**src/rtl/dbp_pkg.sv**
```systemverilog
// Package: shared lane helpers for the data bus parity block.
// Assumes lanes are whole bytes and bit 0 of a word is its MSB.
package dbp_pkg;
    localparam int LANE_W = 8;

    // Odd-parity bit for one lane: makes byte plus bit hold an odd count of ones.
    function automatic logic odd_par(input logic [LANE_W-1:0] b);
        return ~(^b);
    endfunction

    // True when a byte with its parity bit holds an even number of ones.
    function automatic logic lane_bad(input logic [LANE_W-1:0] b, input logic p);
        return ~(^{b, p});
    endfunction
endpackage

```
**src/rtl/dbp_par_gen.sv**
```systemverilog
// Module: write parity generator.
// Produces one odd-parity bit per lane, combinationally, from the joined
// {high, low} bus. Lane 0 is the most significant byte of the joined bus.
module dbp_par_gen #(
    parameter int BUS_W  = 64,
    parameter int LANE_W = 8
) (
    input  logic [BUS_W-1:0]        bus,
    output logic [BUS_W/LANE_W-1:0] par
);
    localparam int LANES = BUS_W / LANE_W;

    for (genvar i = 0; i < LANES; i++) begin : g_lane
        localparam int TOP = BUS_W - 1 - i * LANE_W;
        // Parity bit for lane i from its byte.
        always_comb par[i] = dbp_pkg::odd_par(bus[TOP -: LANE_W]);
    end
endmodule

```
**src/rtl/dbp_par_chk.sv**
```systemverilog
// Module: read parity checker with sticky error latch.
// Checks every lane on strobed cycles. The first error seen while checking
// is enabled sets a sticky flag and records the failing lanes. Reset clears both.
module dbp_par_chk #(
    parameter int BUS_W  = 64,
    parameter int LANE_W = 8
) (
    input  logic                    clk,
    input  logic                    rst_n,
    input  logic                    chk_en,
    input  logic                    rd_valid,
    input  logic [BUS_W-1:0]        bus,
    input  logic [BUS_W/LANE_W-1:0] par,
    output logic                    stop,
    output logic [BUS_W/LANE_W-1:0] lanes
);
    localparam int LANES = BUS_W / LANE_W;

    logic [LANES-1:0] bad;

    for (genvar i = 0; i < LANES; i++) begin : g_lane
        localparam int TOP = BUS_W - 1 - i * LANE_W;
        // Error flag for lane i.
        always_comb bad[i] = dbp_pkg::lane_bad(bus[TOP -: LANE_W], par[i]);
    end

    logic hit;
    // A qualifying error on this cycle.
    always_comb hit = rd_valid && chk_en && (|bad);

    // Sticky flag and first-error lane capture.
    always_ff @(posedge clk) begin
        if (!rst_n) begin
            stop  <= 1'b0;
            lanes <= '0;
        end else if (!stop && hit) begin
            stop  <= 1'b1;
            lanes <= bad;
        end
    end


    stop_sticky_chk: assert property (@(posedge clk) disable iff (!rst_n)
        stop |=> stop);

    lanes_hold_chk: assert property (@(posedge clk) disable iff (!rst_n)
        stop |=> $stable(lanes));

    stop_cause_chk: assert property (@(posedge clk) disable iff (!rst_n)
        $rose(stop) |-> $past(chk_en && rd_valid));

    lanes_nonzero_chk: assert property (@(posedge clk) disable iff (!rst_n)
        stop |-> (lanes != '0));
endmodule

```
**src/rtl/dbp_drive_ctl.sv**
```systemverilog
// Module: output-enable control.
// Captures the high-impedance strap while reset is held. With the strap low,
// every output is driven. With it high, the dynamic enable decides.
module dbp_drive_ctl #(
    parameter int WORD_W = 32,
    parameter int LANES  = 8
) (
    input  logic              clk,
    input  logic              rst_n,
    input  logic              hz_strap,
    input  logic              drv_en,
    output logic [WORD_W-1:0] oe_hi,
    output logic [WORD_W-1:0] oe_lo,
    output logic [LANES-1:0]  oe_par
);
    logic strap_q;
    logic en;

    // Track the strap only during reset, then freeze it.
    always_ff @(posedge clk) begin
        if (!rst_n) strap_q <= hz_strap;
    end

    // Common enable from the mode and the dynamic input.
    always_comb en = strap_q ? drv_en : 1'b1;

    // Fan the enable out to every output signal.
    always_comb begin
        oe_hi  = {WORD_W{en}};
        oe_lo  = {WORD_W{en}};
        oe_par = {LANES{en}};
    end


    strap_frozen_chk: assert property (@(posedge clk) disable iff (!rst_n)
        $past(rst_n) |-> $stable(strap_q));

    always_comb if (rst_n && strap_q == 1'b0)
        always_drive_chk: assert (&{oe_hi, oe_lo, oe_par} || $isunknown(strap_q));
endmodule

```
**src/rtl/dbus_parity_ctl.sv**
```systemverilog
// Module: top of the data bus parity and drive control block.
// Joins the high and low words into a big-endian bus, with the high-word MSB as
// lane 0 bit 0, and feeds it to the generator, checker and drive control.
module dbus_parity_ctl #(
    parameter int WORD_W = 32,
    parameter int LANE_W = 8
) (
    input  logic                        clk,
    input  logic                        rst_n,
    input  logic                        hz_strap,
    input  logic                        drv_en,
    input  logic                        chk_en,
    input  logic [WORD_W-1:0]           wr_hi,
    input  logic [WORD_W-1:0]           wr_lo,
    output logic [2*WORD_W/LANE_W-1:0]  wr_par,
    input  logic                        rd_valid,
    input  logic [WORD_W-1:0]           rd_hi,
    input  logic [WORD_W-1:0]           rd_lo,
    input  logic [2*WORD_W/LANE_W-1:0]  rd_par,
    output logic [WORD_W-1:0]           oe_hi,
    output logic [WORD_W-1:0]           oe_lo,
    output logic [2*WORD_W/LANE_W-1:0]  oe_par,
    output logic                        checkstop,
    output logic [2*WORD_W/LANE_W-1:0]  err_lanes
);
    localparam int BUS_W = 2 * WORD_W;
    localparam int LANES = BUS_W / LANE_W;

    logic [BUS_W-1:0] wr_bus, rd_bus;
    // Join the words with the high word on top.
    always_comb begin
        wr_bus = {wr_hi, wr_lo};
        rd_bus = {rd_hi, rd_lo};
    end

    dbp_par_gen #(.BUS_W(BUS_W), .LANE_W(LANE_W)) u_gen (
        .bus(wr_bus), .par(wr_par));

    dbp_par_chk #(.BUS_W(BUS_W), .LANE_W(LANE_W)) u_chk (
        .clk(clk), .rst_n(rst_n), .chk_en(chk_en), .rd_valid(rd_valid),
        .bus(rd_bus), .par(rd_par), .stop(checkstop), .lanes(err_lanes));

    dbp_drive_ctl #(.WORD_W(WORD_W), .LANES(LANES)) u_drv (
        .clk(clk), .rst_n(rst_n), .hz_strap(hz_strap), .drv_en(drv_en),
        .oe_hi(oe_hi), .oe_lo(oe_lo), .oe_par(oe_par));


    reset_clear_chk: assert property (@(posedge clk)
        !rst_n |=> (!checkstop && err_lanes == '0));

    no_stop_off_chk: assert property (@(posedge clk) disable iff (!rst_n)
        (!checkstop && !chk_en) |=> !checkstop);

    no_stop_idle_chk: assert property (@(posedge clk) disable iff (!rst_n)
        (!checkstop && !rd_valid) |=> !checkstop);
endmodule

```
**config.mk**
```make
export PLATFORM = sky130hd
export DESIGN_NAME = dbus_parity_ctl
export DESIGN_NICKNAME = d
export VERILOG_FILES = /design/src/rtl/dbp_pkg.sv /design/src/rtl/dbp_par_gen.sv /design/src/rtl/dbp_par_chk.sv /design/src/rtl/dbp_drive_ctl.sv /design/src/rtl/dbus_parity_ctl.sv
export SDC_FILE = /design/constraint.sdc
export NUM_CORES = 1
export LEC_CHECK = 0
export BUFFER_PORTS_ARGS = -buffer_cell sky130_fd_sc_hd__buf_2
export CORE_AREA = 2 2 90 92
export CTS_CLUSTER_DIAMETER = 100
export CTS_CLUSTER_SIZE = 30
export DETAILED_ROUTE_END_ITERATION = 10
export DIE_AREA = 0 0 92 94
export HOLD_SLACK_MARGIN = 0.05
export PLACE_DENSITY = 0.7
export SYNTH_ARGS = -nofsm -noshare
export SYNTH_HDL_FRONTEND = slang
export SYNTH_SLANG_ARGS = --single-unit
```
**constraint.sdc**
```tcl
create_clock -name clk -period 5.1 [get_ports clk]
set_clock_uncertainty 0.15 [all_clocks]
set_input_delay 1.02 -clock clk [delete_from_list [all_inputs] [get_ports clk]]
set_output_delay 1.02 -clock clk [all_outputs]
set_load 0.03 [all_outputs]
```
==> impl_results.md <==
- Number of primary I/O pins: 231
- Total track usage: 9.31%
- Hold_buf cts: 0
- RD Place Congestion: 0.705
- DRC: 0
- Clk pin slew, worst setup/hold paths: 0.05 ns
- Pre-CTS setup slack: 1.74 ns
- Sink Count: 10
- CP Capture Type: primary output
- Chip width: 92 um
- Initial antenna violation count: 0
- Post-CTS Setup Bufs: 0
- Die area: 0.00865 sq mm
- Max-cap violations: 0
- Core box area: 0.00761 sq mm
- Worst setup margin: 1.78 ns
- Fmax achieved: 0.301 GHz
- Status: completed
- Leak: 1.44 nW
- Worst Path Required: 3.93 ns
- Initial drt markers: 20
- Slew Viols, Final: 0
- Syn avg cell area: 9.31 sq um
- Adder-Cell Fraction of Synth Area: 0%
- Detail Placement HPWL: 4210 um
- Crit Path Class: in -> out
- VDD IR-drop max: 0.000128 V
- Cell Area, Synth: 0.00212 sq mm
- First-pass GRT wire length: 6670 um
- Worst-case reg-to-reg path depth: 3
- Hold Worst Slack: 0.304 ns
- Antenna viol nets, final: 0
- Min Clock Period, post-route: 3.32 ns
- Share of the yosys chip area belonging to registers: 9.91%
- WL/cell: 9.28 um
- Nets: 531
- # rows: 32
- Worst min path class: reg -> reg
- WHS Path Cells: 2
- Post-CTS resize count: 0
- Synth Area in Compound Gates: 0.708%
- CTS Buf Count: 3
- Final core occ: 38.0%
- Die height: 94 um
- GR Overflow Total: 0
- Post-layout instance area: 0.00289 sq mm
- Main area contributors after synthesis: xnor2_1, buf_4, dfxtp_1, xnor3_1, xnor2_2
- Synth Register Bits: 10
- Synth Area in Simple Gates: 5.01%
- CP arrival: 2.15 ns
- Max clock buf depth: 2
- First-pass iteration count of the detailed router: 4
- Initial core utilization: 27.9%
- IO Port Bufs: 230
- Main combinational cell family by area after synthesis: XOR/XNOR gates
- Final setup fails: 0
- Final Hold Fails: 0
- Most common cell after layout, fill and taps aside: buf_2
- Worst skew pair latency: 0.23 ns
- Yosys warnings: 0
- Share of layout cells above drive strength 1: 62.4%
- Dpl cells: 486
- Finished Layout Cells: 490
- PwrDens: 238 mW/mm^2
- Routed wire length: 4550 um
- Final period utilization: 65.1%
- Synth Area in XOR/XNOR: 54.2%
- Max FO, Critical Path: 72
- Most frequent cells in the layout: buf_2, xnor2_1, nand2_1, dfxtp_1
- Vias/cell: 3.85
- Worst slew margin: 40.9%
- Design Power: 688 uW
- Cell accounting for the most synthesized area: xnor2_1
- CP Launch Type: input pin
- Number of global-route vias before repair: 1665
- Post-synthesis mux area share: 3.77%
- Synth unique cells: 16
- Area delta synth->final: 36.3%
- DP Area: 0.00285 sq mm
- RSZ-0062 raised after global routing: false
- Setup TNS: 0 ns
- Largest net degree at the start of global routing: 73
- Mapped Nets: 370
- Via count: 1885
- Ant diodes: 0
- Post-Syn Instances: 228
- Top-area cell type share of the netlist area: 36.3%
- CTS tree: built
- Root Buffer: clkbuf_8
- Least-Margin Pin Slew: 0.886 ns
- H-tree depth: 1
[flip-flops by register name (all words and copies together), names as in the netlist]
name	cells
u_chk.stop	1
u_chk.lanes	8
u_drv.strap_q	1
[worst max-delay path, cell delays in order]
cell      delay (ns)
buf_2           0.08
nand2b_2        0.69
buf_2           0.34
[cells in the mapped netlist]
cell type and instances:
xor2_1 8, buf_4 72, nand4_1 2, nand2b_1 9, clkbuf_1 1, o21a_1 2, nand2_1 9, inv_1 1
xnor3_1 8, mux2i_1 8, edfxtp_1 1, xnor2_2 8, xnor2_1 88, dfxtp_1 9, buf_6 1, nor2_1 1
[where the power goes]
| group | leakage [nW] | total, mW | internal (mW) | switching [mW] |
|---|---|---|---|---|
| Combinational | 1.33 | 0.510 | 0.225 | 0.286 |
| Clock | 0.0228 | 0.0837 | 0.0546 | 0.0291 |
| Sequential | 0.0834 | 0.0941 | 0.0892 | 0.00496 |
| Total | 1.44 | 0.688 | 0.369 | 0.320 |
[cell type report]
type / count / area (sq um)
multi-input combinational: 143 / 1360
sequential: 10 / 210
tap: 102 / 128
inverter: 1 / 3.75
fill: 795 / 4710
clock buffer: 4 / 45.0
timing repair buffer: 230 / 1150
[path summary, 6_finish.rpt]
check,start,endpoint,slack [ns]
max,drv_en,oe_hi[19],1.78
min,u_chk.lanes[7]$_SDFFE_PN0P_,u_chk.lanes[7]$_SDFFE_PN0P_,0.30
max reg2reg,u_chk.stop$_SDFFE_PN0P_,u_chk.lanes[5]$_SDFFE_PN0P_,3.78
min reg2reg,u_chk.lanes[7]$_SDFFE_PN0P_,u_chk.lanes[7]$_SDFFE_PN0P_,0.30
[cells by family (layout without fill, tap and decap cells)]
| kind of cell | after synthesis | count (layout) |
|---|---|---|
| AOI/OAI and AO/OA | 2 | 2 |
| xor gates and xnor gates | 112 | 112 |
| buffers and inverters | 75 | 235 |
| DFF | 10 | 10 |
| muxes | 8 | 8 |
| and+or+nand+nor | 21 | 21 |
[layer usage]
layer  routed length [um]  up-vias  track usage, %
met5                    0        -               0
met4                   66        0            3.86
met3                  468        6            1.77
met2                 2590      120            19.4
met1                 1420      808            8.75
li1                     -      951               -
Note: power is estimated with default switching activity, not from simulation.
